File: src/rtl/alu_pipe2_pkg.sv
package alu_pipe2_pkg;
  typedef enum logic [1:0] {
    OPS_ADD = 2'b00,
    OPS_MUL = 2'b01,
    OPS_IOR = 2'b10,
    OPS_AND = 2'b11
  } opsel_e;
endpackage

File: src/rtl/alu_capture.sv
module alu_capture #(
  parameter int OPW = 8
) (
  input  logic                     clk,
  input  logic                     rst,
  input  logic                     issue,
  input  alu_pipe2_pkg::opsel_e    opsel,
  input  logic [OPW-1:0]           lhs,
  input  logic [OPW-1:0]           rhs,
  output logic                     cap_vld,
  output alu_pipe2_pkg::opsel_e    cap_op,
  output logic [OPW-1:0]           cap_lhs,
  output logic [OPW-1:0]           cap_rhs
);
  always_ff @(posedge clk) begin
    if (rst) begin
      cap_vld <= 1'b0;
      cap_op  <= alu_pipe2_pkg::OPS_ADD;
      cap_lhs <= '0;
      cap_rhs <= '0;
    end else begin
      cap_vld <= issue;
      if (issue) begin
        cap_op  <= opsel;
        cap_lhs <= lhs;
        cap_rhs <= rhs;
      end
    end
  end

  p_capture_r1: assert property (@(posedge clk) disable iff (rst)
    issue |=> (cap_vld && cap_lhs == $past(lhs) && cap_rhs == $past(rhs)));
endmodule

File: src/rtl/alu_compute.sv
module alu_compute #(
  parameter int OPW = 8,
  localparam int RW = 2*OPW
) (
  input  logic                     clk,
  input  logic                     rst,
  input  logic                     cap_vld,
  input  alu_pipe2_pkg::opsel_e    cap_op,
  input  logic [OPW-1:0]           cap_lhs,
  input  logic [OPW-1:0]           cap_rhs,
  output logic                     cmp_vld,
  output logic [RW-1:0]            cmp_val
);
  import alu_pipe2_pkg::*;
  logic [RW-1:0] nxt;

  always_comb begin
    unique case (cap_op)
      OPS_ADD: nxt = RW'({1'b0, cap_lhs} + {1'b0, cap_rhs});
      OPS_MUL: nxt = RW'(cap_lhs) * RW'(cap_rhs);
      OPS_IOR: nxt = RW'(cap_lhs | cap_rhs);
      default: nxt = RW'(cap_lhs & cap_rhs);
    endcase
  end

  always_ff @(posedge clk) begin
    if (rst) begin
      cmp_vld <= 1'b0;
      cmp_val <= '0;
    end else begin
      cmp_vld <= cap_vld;
      if (cap_vld) cmp_val <= nxt;
    end
  end

  p_add_width_r4: assert property (@(posedge clk) disable iff (rst)
    (cap_vld && cap_op == OPS_ADD) |=> (cmp_val[RW-1:OPW+1] == '0));
  p_logic_width_r5: assert property (@(posedge clk) disable iff (rst)
    (cap_vld && cap_op[1]) |=> (cmp_val[RW-1:OPW] == '0));
endmodule

File: src/rtl/alu_result.sv
module alu_result #(
  parameter int RW = 16
) (
  input  logic          clk,
  input  logic          rst,
  input  logic          cmp_vld,
  input  logic [RW-1:0] cmp_val,
  output logic [RW-1:0] result
);
  always_ff @(posedge clk) begin
    if (rst)          result <= '0;
    else if (cmp_vld) result <= cmp_val;
  end

  p_hold_r8: assert property (@(posedge clk) disable iff (rst)
    !cmp_vld |=> $stable(result));
  p_reset_r9: assert property (@(posedge clk)
    rst |=> (result == '0));
endmodule

File: src/rtl/alu_pipe2.sv
module alu_pipe2 #(
  parameter int OPW = 8,
  localparam int RW = 2*OPW
) (
  input  logic           clk,
  input  logic           rst,
  input  logic           issue,
  input  logic [1:0]     opsel,
  input  logic [OPW-1:0] lhs,
  input  logic [OPW-1:0] rhs,
  output logic [RW-1:0]  result
);
  import alu_pipe2_pkg::*;
  logic           cap_vld, cmp_vld;
  opsel_e         cap_op;
  logic [OPW-1:0] cap_lhs, cap_rhs;
  logic [RW-1:0]  cmp_val;

  alu_capture #(.OPW(OPW)) u_cap (
    .clk(clk), .rst(rst), .issue(issue), .opsel(opsel_e'(opsel)),
    .lhs(lhs), .rhs(rhs), .cap_vld(cap_vld), .cap_op(cap_op),
    .cap_lhs(cap_lhs), .cap_rhs(cap_rhs));

  alu_compute #(.OPW(OPW)) u_cmp (
    .clk(clk), .rst(rst), .cap_vld(cap_vld), .cap_op(cap_op),
    .cap_lhs(cap_lhs), .cap_rhs(cap_rhs), .cmp_vld(cmp_vld), .cmp_val(cmp_val));

  alu_result #(.RW(RW)) u_res (
    .clk(clk), .rst(rst), .cmp_vld(cmp_vld), .cmp_val(cmp_val), .result(result));

  p_latency_r2: assert property (@(posedge clk) disable iff (rst)
    cap_vld |=> cmp_vld);
endmodule

File: config.mk
export PLATFORM = sky130hd
export DESIGN_NAME = alu_pipe2
export DESIGN_NICKNAME = d
export VERILOG_FILES = /design/src/rtl/alu_pipe2_pkg.sv /design/src/rtl/alu_capture.sv /design/src/rtl/alu_compute.sv /design/src/rtl/alu_result.sv /design/src/rtl/alu_pipe2.sv
export SDC_FILE = /design/constraint.sdc
export NUM_CORES = 1
export LEC_CHECK = 0
export BUFFER_PORTS_ARGS = -buffer_cell sky130_fd_sc_hd__buf_2
export CORE_ASPECT_RATIO = 0.5
export CORE_MARGIN = 1.5
export CORE_UTILIZATION = 35
export CTS_BUF_LIST = sky130_fd_sc_hd__clkbuf_2
export DETAILED_ROUTE_END_ITERATION = 10
export HOLD_SLACK_MARGIN = 0.05
export SYNTH_ARGS = -nofsm -noshare
export SYNTH_HDL_FRONTEND = slang
export SYNTH_SLANG_ARGS = --single-unit
File: constraint.sdc
create_clock -name clk -period 9.1 [get_ports clk]
set_input_delay 0.91 -clock clk [delete_from_list [all_inputs] [get_ports clk]]
set_output_delay 0.91 -clock clk [all_outputs]
set_load 0.02 [all_outputs]
==> flow_metrics.tcl, run 1 <==
set metrics [dict create \
    cts_made_buffers 5 \
    synth_edf_count 0 \
    place_ws_ns 4.594 \
    cts_tree "built" \
    postCtsSetupBuffers 0 \
    clk_pin_slew_worst_paths_ns 0.31 \
    synthArstFlopShare_pct 0 \
    mostFrequentLayoutCells "nor2_1 (99), inv_1 (73), ha_1 (52), dfxtp_1 (52), mux2i_1 (44)" \
    fp.dieW_um 163.2 \
    fp.dieArea_um2 13560 \
    r2r_cells 14 \
    nNetsFinal 651 \
    cp-end-kind "register" \
    leakage_nw 2.382 \
    drc 0 \
    root_buffer "clkbuf_2" \
    cp.buffers_inverters 3 \
    ys_types 48 \
    p_total_uw 484.8 \
    worstPathArrival_ns 4.98 \
    overflow 0 \
    final_hold_viol_count 0 \
    cp_top_family "adder cells" \
    finalSetupViolations 0 \
    drt-met1-wl_mm 5.276 \
    dp_hpwl_mm 8.394 \
    top_layer "met4" \
    synth-seq-cells 52 \
    wirelength_mm 10.25 \
    grt_max_degree 50 \
    slowest_delay_ns 0.55 \
    drive_gt1_share_pct 9.963 \
    stdcell_area_um2 4890 \
    slew_headroom_pct 35.32 \
    boundaryPins 37 \
    crit_top_cell "fa_1" \
    synth_flop_cell "dfxtp_1" \
    clock_latency_ns 0.49 \
    path_cells "nand2_1, fa_1, fa_1, inv_1, fa_1, inv_1, fa_1, inv_1, ha_1, a21o_1, a21oi_4, a2111oi_2, or3_1, a32o_1" \
    ys.warnings.count 0 \
    htree_num_levels 2 \
    syn_area_per_cell_um2 8.756 \
    layout_min_cycle_time_ns 4.594 \
    antennaDiodeCount 0 \
    final_cells 712 \
    clock_path_buffers 2 \
    rows 29 \
    port-buffer-count 36 \
    cpMaxStageDelayCell "fa_1" \
    firstDrtPassIters 4 \
    cts-resized-gates 0 \
    post-route-util_pct 38.84 \
    worstSetupPathType "register to register" \
    final.setup.worst_slack_ns 4.506 \
    avgViaCountPerCell 4.872 \
    whs_ns 0.4974 \
    ys_seq_area_share_pct 23.18 \
    hold_depth 2 \
    ir_drop_uv 78.51 \
    grt_setup_unrepaired "false" \
    grt_pass1_vias 3462 \
    area_growth_pct 8.858 \
    min_path_type "register to register" \
    final.setup.tns_ns 0 \
    syn-num-nets 623 \
    crit_cells 14 \
    max_freq_mhz 217.7 \
    ant_nets 0 \
    gp_congestion 0.7958 \
    hold_buffers 0 \
    drt_iter0_drc 218 \
    syn_area_um2 4492 \
    wl_met2_mm 4.326 \
    antenna_found_initial 0 \
    crit_path_max_fanout 5 \
    grt_pass1_wl_mm 17.94 \
    wl_met3_um 603 \
    routedWlPerCell_um 14.40 \
    power_density_nw_per_um2 99.14 \
    start_util_pct 35.68 \
    synthCells 513 \
    status "finished clean" \
    core-area_um2 12590 \
    slew_violations 0 \
    period_share_pct 50.48 \
    die_y_um 83.11 \
    vias 3469 \
    dp.cells 704 \
    worstMarginPinSlew_ns 0.9689 \
    clock-skew-final_ns 0.03958 \
    required_ns 9.49 \
    cts.sinks 52 \
    layout_commonest_cell "nor2_1" \
    track_usage_pct 16.58 \
    cap_violations 0 \
    cp-start-kind "register" \
    place_area_um2 4822 \
]
==> power by group <==
group | internal, mW | switching [mW]
Sequential | 0.237 | 0.0127
Clock | 0.0461 | 0.0806
Combinational | 0.0439 | 0.0644
Total | 0.327 | 0.158
==> logic make-up after synthesis <==
group / after synthesis / share of synthesized area, %
xor gates and xnor gates: 10 / 1.950
and+or+nand+nor: 151 / 14.18
buffers and inverters: 91 / 7.743
adders and majority gates: 89 / 30.97
DFF: 52 / 23.18
AOI/OAI and AO/OA: 72 / 10.92
muxes: 48 / 11.06
==> cells in the mapped netlist (all sizes together) (5+ instances only) <==
cell type   n  area share, %
fa         37             16
dfxtp      52             23
clkbuf      6           0.50
mux2i      44            9.8
o21ai      16            1.8
nand2      24            2.0
a211oi     10            1.7
xnor2       6            1.2
buf         9           0.89
nor2       99            8.3
inv        74            6.2
nor3        5           0.56
a21oi      20            2.5
nand2b      5           0.70
ha         52             14
==> area by class of cell <==
| type | count | area [um2] |
|---|---|---|
| clock inverters | 3 | 42.54 |
| clock buffers | 5 | 25.02 |
| repair buffers | 36 | 180.2 |
| fillers | 1266 | 7701 |
| well taps | 170 | 212.7 |
| multi-input cells | 370 | 3103 |
| flip-flops and latches | 52 | 1041 |
| inverters | 76 | 285.3 |
==> worst register-to-register path, delay by kind of cell, from the launching register on <==
kind / cells / cell delay, ns
AND/OR/NAND/NOR: 2 / 0.50
adder cells (fa/ha/maj): 5 / 2.48
flip-flops: 1 / 0.54
AO/OA/AOI/OAI: 4 / 0.81
buffers and inverters: 3 / 0.17
==> final timing paths <==
path	startpoint	to	slack (ns)
worst max-delay path	u_cap.cap_lhs[1]	u_cmp.cmp_val[15]	4.51
worst min-delay path	u_cmp.cmp_val[9]	u_cmp.cmp_val[9]	0.50
worst max register to register	u_cap.cap_lhs[1]	u_cmp.cmp_val[15]	4.51
worst min register to register	u_cmp.cmp_val[9]	u_cmp.cmp_val[9]	0.50
==> metal layers <==
| metal | track usage, % | vias up |
|---|---|---|
| li1 | - | 1745 |
| met1 | 25.49 | 1642 |
| met2 | 24.38 | 75 |
| met3 | 3.147 | 7 |
| met4 | 2.002 | 0 |
| met5 | 0 | - |
==> state kept, by name, summed over array words and instances, names as in the netlist <==
| register | cells |
|---|---|
| u_cap.cap_vld | 1 |
| u_cmp.cmp_val | 16 |
| u_cap.cap_lhs | 8 |
| u_res.result | 16 |
| u_cmp.cmp_vld | 1 |
| u_cap.cap_op | 2 |
| u_cap.cap_rhs | 8 |
Note: power is estimated with default switching activity, not from simulation.
==> run 2: changes to the inputs <==
clock period = 4.7 ns   (was 9.1 ns; I/O delays follow)
==> flow_metrics.tcl, run 2 (synthesis gave the netlist of run 1 again) <==
set metrics [dict create \
    grt_max_degree 50 \
    slowest_delay_ns 0.55 \
    track_usage_pct 16.47 \
    postCtsSetupBuffers 0 \
    worstPathArrival_ns 4.90 \
    power_density_nw_per_um2 182.7 \
    min_path_type "input pin to register" \
    fp.dieW_um 163.2 \
    cp-end-kind "register" \
    cp.buffers_inverters 3 \
    path_cells "nand2_1, fa_1, fa_1, inv_1, fa_1, inv_1, fa_1, inv_1, ha_1, a21o_1, a21oi_4, a2111oi_2, or3_1, a32o_1" \
    layout_min_cycle_time_ns 4.503 \
    dp_hpwl_mm 8.391 \
    switching_power_uw 306.7 \
    clk_pin_slew_worst_paths_ns 0.30 \
    wirelength_mm 10.27 \
    avgViaCountPerCell 4.875 \
    clock_path_buffers 2 \
    rrSetupSlack_ns 0.20 \
    gp_congestion 0.7957 \
    drt_iter0_drc 235 \
    firstDrtPassIters 4 \
    final.setup.tns_ns 0 \
    port-buffer-count 36 \
    layout_commonest_cell "nor2_1" \
    die_y_um 83.11 \
    busiest_layer "met2" \
    grt_util_met3_pct 3.147 \
    p_int_uw 584.0 \
    met2_usage_pct 24.85 \
    hold-path-endpoint "u_cap.cap_rhs[1]" \
    hold_depth 3 \
    drc 0 \
    required_ns 5.10 \
    cts_made_buffers 5 \
    crit_top_cell "fa_1" \
    ir_drop_uv 108.4 \
    rows 29 \
    grt_pass1_vias 3536 \
    area_growth_pct 8.524 \
    core-area_um2 12590 \
    cts.sinks 52 \
    seq_power_share_pct 54.4 \
    r2r_end "u_cmp.cmp_val[15]" \
    fp.dieArea_um2 13560 \
    worstSetupPathType "register to register" \
    slew_headroom_pct 36.03 \
    r2r_start "u_cap.cap_lhs[0]" \
    status "finished clean" \
    clock-skew-final_ns 0.02662 \
    switching_share_pct 34.43 \
    cap_violations 0 \
    start_util_pct 35.68 \
    p_clk_share_pct 22.1 \
    root_buffer "clkbuf_2" \
    cp_top_family "adder cells" \
    grt_setup_unrepaired "false" \
    antenna_found_initial 0 \
    ant_nets 0 \
    antennaDiodeCount 0 \
    slew_violations 0 \
    cp-start-kind "register" \
    cpMaxStageDelayCell "fa_1" \
    htree_num_levels 2 \
    vias 3471 \
    place_ws_ns 0.1992 \
    routedWlPerCell_um 14.42 \
    finalSetupViolations 0 \
    grt_use_met1_pct 24.53 \
    drive_gt1_share_pct 10.70 \
    top_regs "u_cmp.cmp_val: 16 flops, u_res.result: 16 flops" \
    overflow 0 \
    final.setup.worst_slack_ns 0.1965 \
    mostFrequentLayoutCells "nor2_1 (99), inv_1 (73), ha_1 (52), dfxtp_1 (50), mux2i_1 (44)" \
    clock_latency_ns 0.49 \
    boundaryPins 37 \
    max_freq_mhz 222.1 \
    leakage_nw 2.376 \
    worstHoldStart "rhs[1]" \
    r2r_cells 14 \
    grt_pass1_wl_mm 17.85 \
    worstMarginPinSlew_ns 0.9583 \
    crit_path_max_fanout 5 \
    final_hold_viol_count 0 \
    period_share_pct 95.82 \
    nNetsFinal 651 \
    cts_tree "built" \
    comb_power_share_pct 23.6 \
    p_total_uw 890.7 \
]
-- run 2: worst max-delay path by stage --
stage                                 from                end  cells after the start  slack (ns)
after floorplan           u_cap.cap_rhs[7]  u_cmp.cmp_val[15]                     14        0.46
after global placement    u_cap.cap_lhs[1]  u_cmp.cmp_val[15]                     14        0.26
after detailed placement  u_cap.cap_lhs[1]  u_cmp.cmp_val[15]                     14        0.20
after CTS                 u_cap.cap_lhs[1]  u_cmp.cmp_val[15]                     13        0.16
after global routing      u_cap.cap_rhs[7]  u_cmp.cmp_val[15]                     14        0.02
final                     u_cap.cap_lhs[0]  u_cmp.cmp_val[15]                     14        0.20
-- run 2: worst min-delay path, cell delays in order --
cell and delay [ns]:
buf_2 0.07, mux2i_1 0.05, nor2_1 0.07
-- run 2: power by group through the flow --
stage               Sequential (mW)  Combinational, mW  Clock (mW)
floorplan                     0.479              0.163           0
global placement              0.491              0.209           0
detailed placement            0.492              0.211           0
CTS                           0.484              0.213       0.204
global route                  0.488              0.239       0.222
finish                        0.484              0.210       0.197
-- run 2: repair_timing --
action,4_1_cts,5_1_grt
endpoints found under the hold margin,0,0
endpoints found under the setup margin,0,3
hold buffers,0,0
resized for setup,0,3
-- run 2: cell type report --
type / count / area, um2
Clock buffer: 6 / 30.03
Clock inverter: 2 / 16.27
Fill cell: 1289 / 7716
Inverter: 76 / 285.3
Multi-Input combinational cell: 370 / 3107
Sequential cell: 52 / 1044
Tap cell: 170 / 212.7
Timing Repair Buffer: 36 / 180.2
-- run 2: routing by layer --
metal,vias to the layer above,share of wire [%]
li1,1751,-
met1,1649,52
met2,59,42
met3,12,5.1
met4,0,1.1
met5,-,0
-- run 2: per-stage QoR --
step | util (%) | hold WS, ns | cell area (um2) | instances
after floorplan | - | 0.4366 | 4492 | 513
final | 38.72 | 0.1910 | 4875 | 712
after global placement | 38.30 | 0.4692 | 4822 | 704
after detailed placement | 38.30 | 0.4736 | 4822 | 704
after CTS | 38.67 | 0.1941 | 4868 | 712
after global routing | 38.72 | 0.1724 | 4875 | 712
==> run 3: changes to the inputs <==
CORE_ASPECT_RATIO = 1.25   (was 0.5)
HOLD_SLACK_MARGIN = not set   (was 0.05)
==> flow_metrics.tcl, run 3 (synthesis gave the netlist of run 1 again) <==
set metrics [dict create \
    grt_pass1_wl_mm 18.12 \
    cts_made_buffers 5 \
    start_util_pct 35.64 \
    clk_pin_slew_worst_paths_ns 0.27 \
    layout_min_cycle_time_ns 4.495 \
    period_share_pct 95.64 \
    root_buffer "clkbuf_2" \
    cp-end-kind "register" \
    drc 0 \
    grt_pass1_vias 3650 \
    final_hold_viol_count 0 \
    mostFrequentLayoutCells "nor2_1 (99), inv_1 (73), ha_1 (51), dfxtp_1 (46), mux2i_1 (44)" \
    clock_latency_ns 0.46 \
    antennaDiodeCount 0 \
    multi_input_area_um2 3118 \
    drive_gt1_share_pct 11.60 \
    fp.dieArea_um2 13530 \
    max_freq_mhz 222.5 \
    postCtsSetupBuffers 0 \
    drt_iter0_drc 147 \
    power_density_nw_per_um2 189.3 \
    fp.dieW_um 104.3 \
    htree_num_levels 2 \
    nNetsFinal 652 \
    final.setup.tns_ns 0 \
    dp_hpwl_mm 8.640 \
    seqCellArea_um2 1049 \
    ir_drop_uv 132.4 \
    firstDrtPassIters 4 \
    clock_path_buffers 2 \
    gp_congestion 0.8742 \
    status "finished clean" \
    seq_power_share_pct 51.9 \
    area_growth_pct 9.415 \
    clock-skew-final_ns 0.02950 \
    min_path_type "input pin to register" \
    ant_nets 0 \
    switching_power_uw 293.2 \
    worstMarginPinSlew_ns 0.9503 \
    worstPathArrival_ns 4.86 \
    rows 46 \
    crit_path_max_fanout 5 \
    cts_tree "built" \
    cts.sinks 52 \
    avgViaCountPerCell 5.017 \
    finalSetupViolations 0 \
    antenna_found_initial 0 \
    nFillCells 1266 \
    track_usage_pct 16.96 \
    wirelength_mm 10.61 \
    grt_setup_unrepaired "false" \
    slew_headroom_pct 36.56 \
    die_y_um 129.7 \
    required_ns 5.07 \
    grt_max_degree 50 \
    boundaryPins 37 \
    leakage_nw 2.389 \
    vias 3567 \
    top_regs "u_cmp.cmp_val: 16 flops, u_res.result: 16 flops" \
    p_clk_share_pct 25.2 \
    worstSetupPathType "register to register" \
    layout_commonest_cell "nor2_1" \
    switching_share_pct 31.52 \
    overflow 0 \
    cp-start-kind "register" \
    slew_violations 0 \
    p_int_uw 637.1 \
    port-buffer-count 36 \
    core-area_um2 12600 \
    cap_violations 0 \
    comb_power_share_pct 22.9 \
    routedWlPerCell_um 14.93 \
    whs_ns 0.2141 \
]
run 3: worst paths after layout:
kind	from	end	slack, ns	cells past startpoint
setup reg to reg	u_cap.cap_lhs[0]	u_cmp.cmp_val[15]	0.20	14
hold / removal	rhs[1]	u_cap.cap_rhs[1]	0.21	3
setup / recovery	u_cap.cap_lhs[0]	u_cmp.cmp_val[15]	0.20	14
hold reg to reg	u_cmp.cmp_val[9]	u_cmp.cmp_val[9]	0.49	2
run 3: final cells by class:
cell class	count	share of cell area (%)
clock buffer	6	0.6110
clock inverter	2	0.7128
inverter	76	5.804
multi-input combinational	370	63.44
sequential	52	21.33
tap	168	4.277
timing repair buffer	37	3.819
run 3: critical path, stage by stage (launching register included):
cell	delay, ns
dfxtp_1	0.45
nand2_1	0.10
fa_1	0.52
fa_1	0.55
inv_1	0.07
fa_1	0.53
inv_1	0.05
fa_1	0.53
inv_1	0.04
ha_1	0.35
a21o_1	0.24
a21oi_4	0.22
a2111oi_4	0.10
or3_1	0.37
a32o_1	0.26
run 3: per-layer routing:
metal	global-route usage [%]	vias to the layer above	part of all wire (%)
met5	0	-	0
met4	7.190	0	3.4
met3	1.459	23	2.6
met2	32.04	65	51
met1	19.64	1738	43
li1	-	1741	-
run 3: power by group through the flow:
stage | registers, mW | clock network [mW] | logic, mW
2_1_floorplan | 0.479 | 0 | 0.163
3_3_place_gp | 0.490 | 0 | 0.210
3_5_place_dp | 0.491 | 0 | 0.212
4_1_cts | 0.482 | 0.247 | 0.214
5_1_grt | 0.487 | 0.259 | 0.245
6_report | 0.483 | 0.235 | 0.213
run 3: what timing repair did:
item                       4_1_cts  5_1_grt
gates resized for setup          0        8
setup endpoints to repair        0        2
hold buffers                     0        0
run 3: through the flow:
step | utilization (%) | total power, mW | cell area, um2 | instances | setup slack (ns)
finish | 38.99 | 0.9303 | 4915 | 711 | 0.2049
global route | 38.99 | 0.9912 | 4915 | 711 | 0.01941
CTS | 38.81 | 0.9433 | 4892 | 711 | 0.1701
detailed placement | 38.30 | 0.7026 | 4827 | 703 | 0.2229
global placement | 38.30 | 0.6994 | 4827 | 703 | 0.3298
floorplan | - | 0.6427 | 4492 | 513 | 0.4587
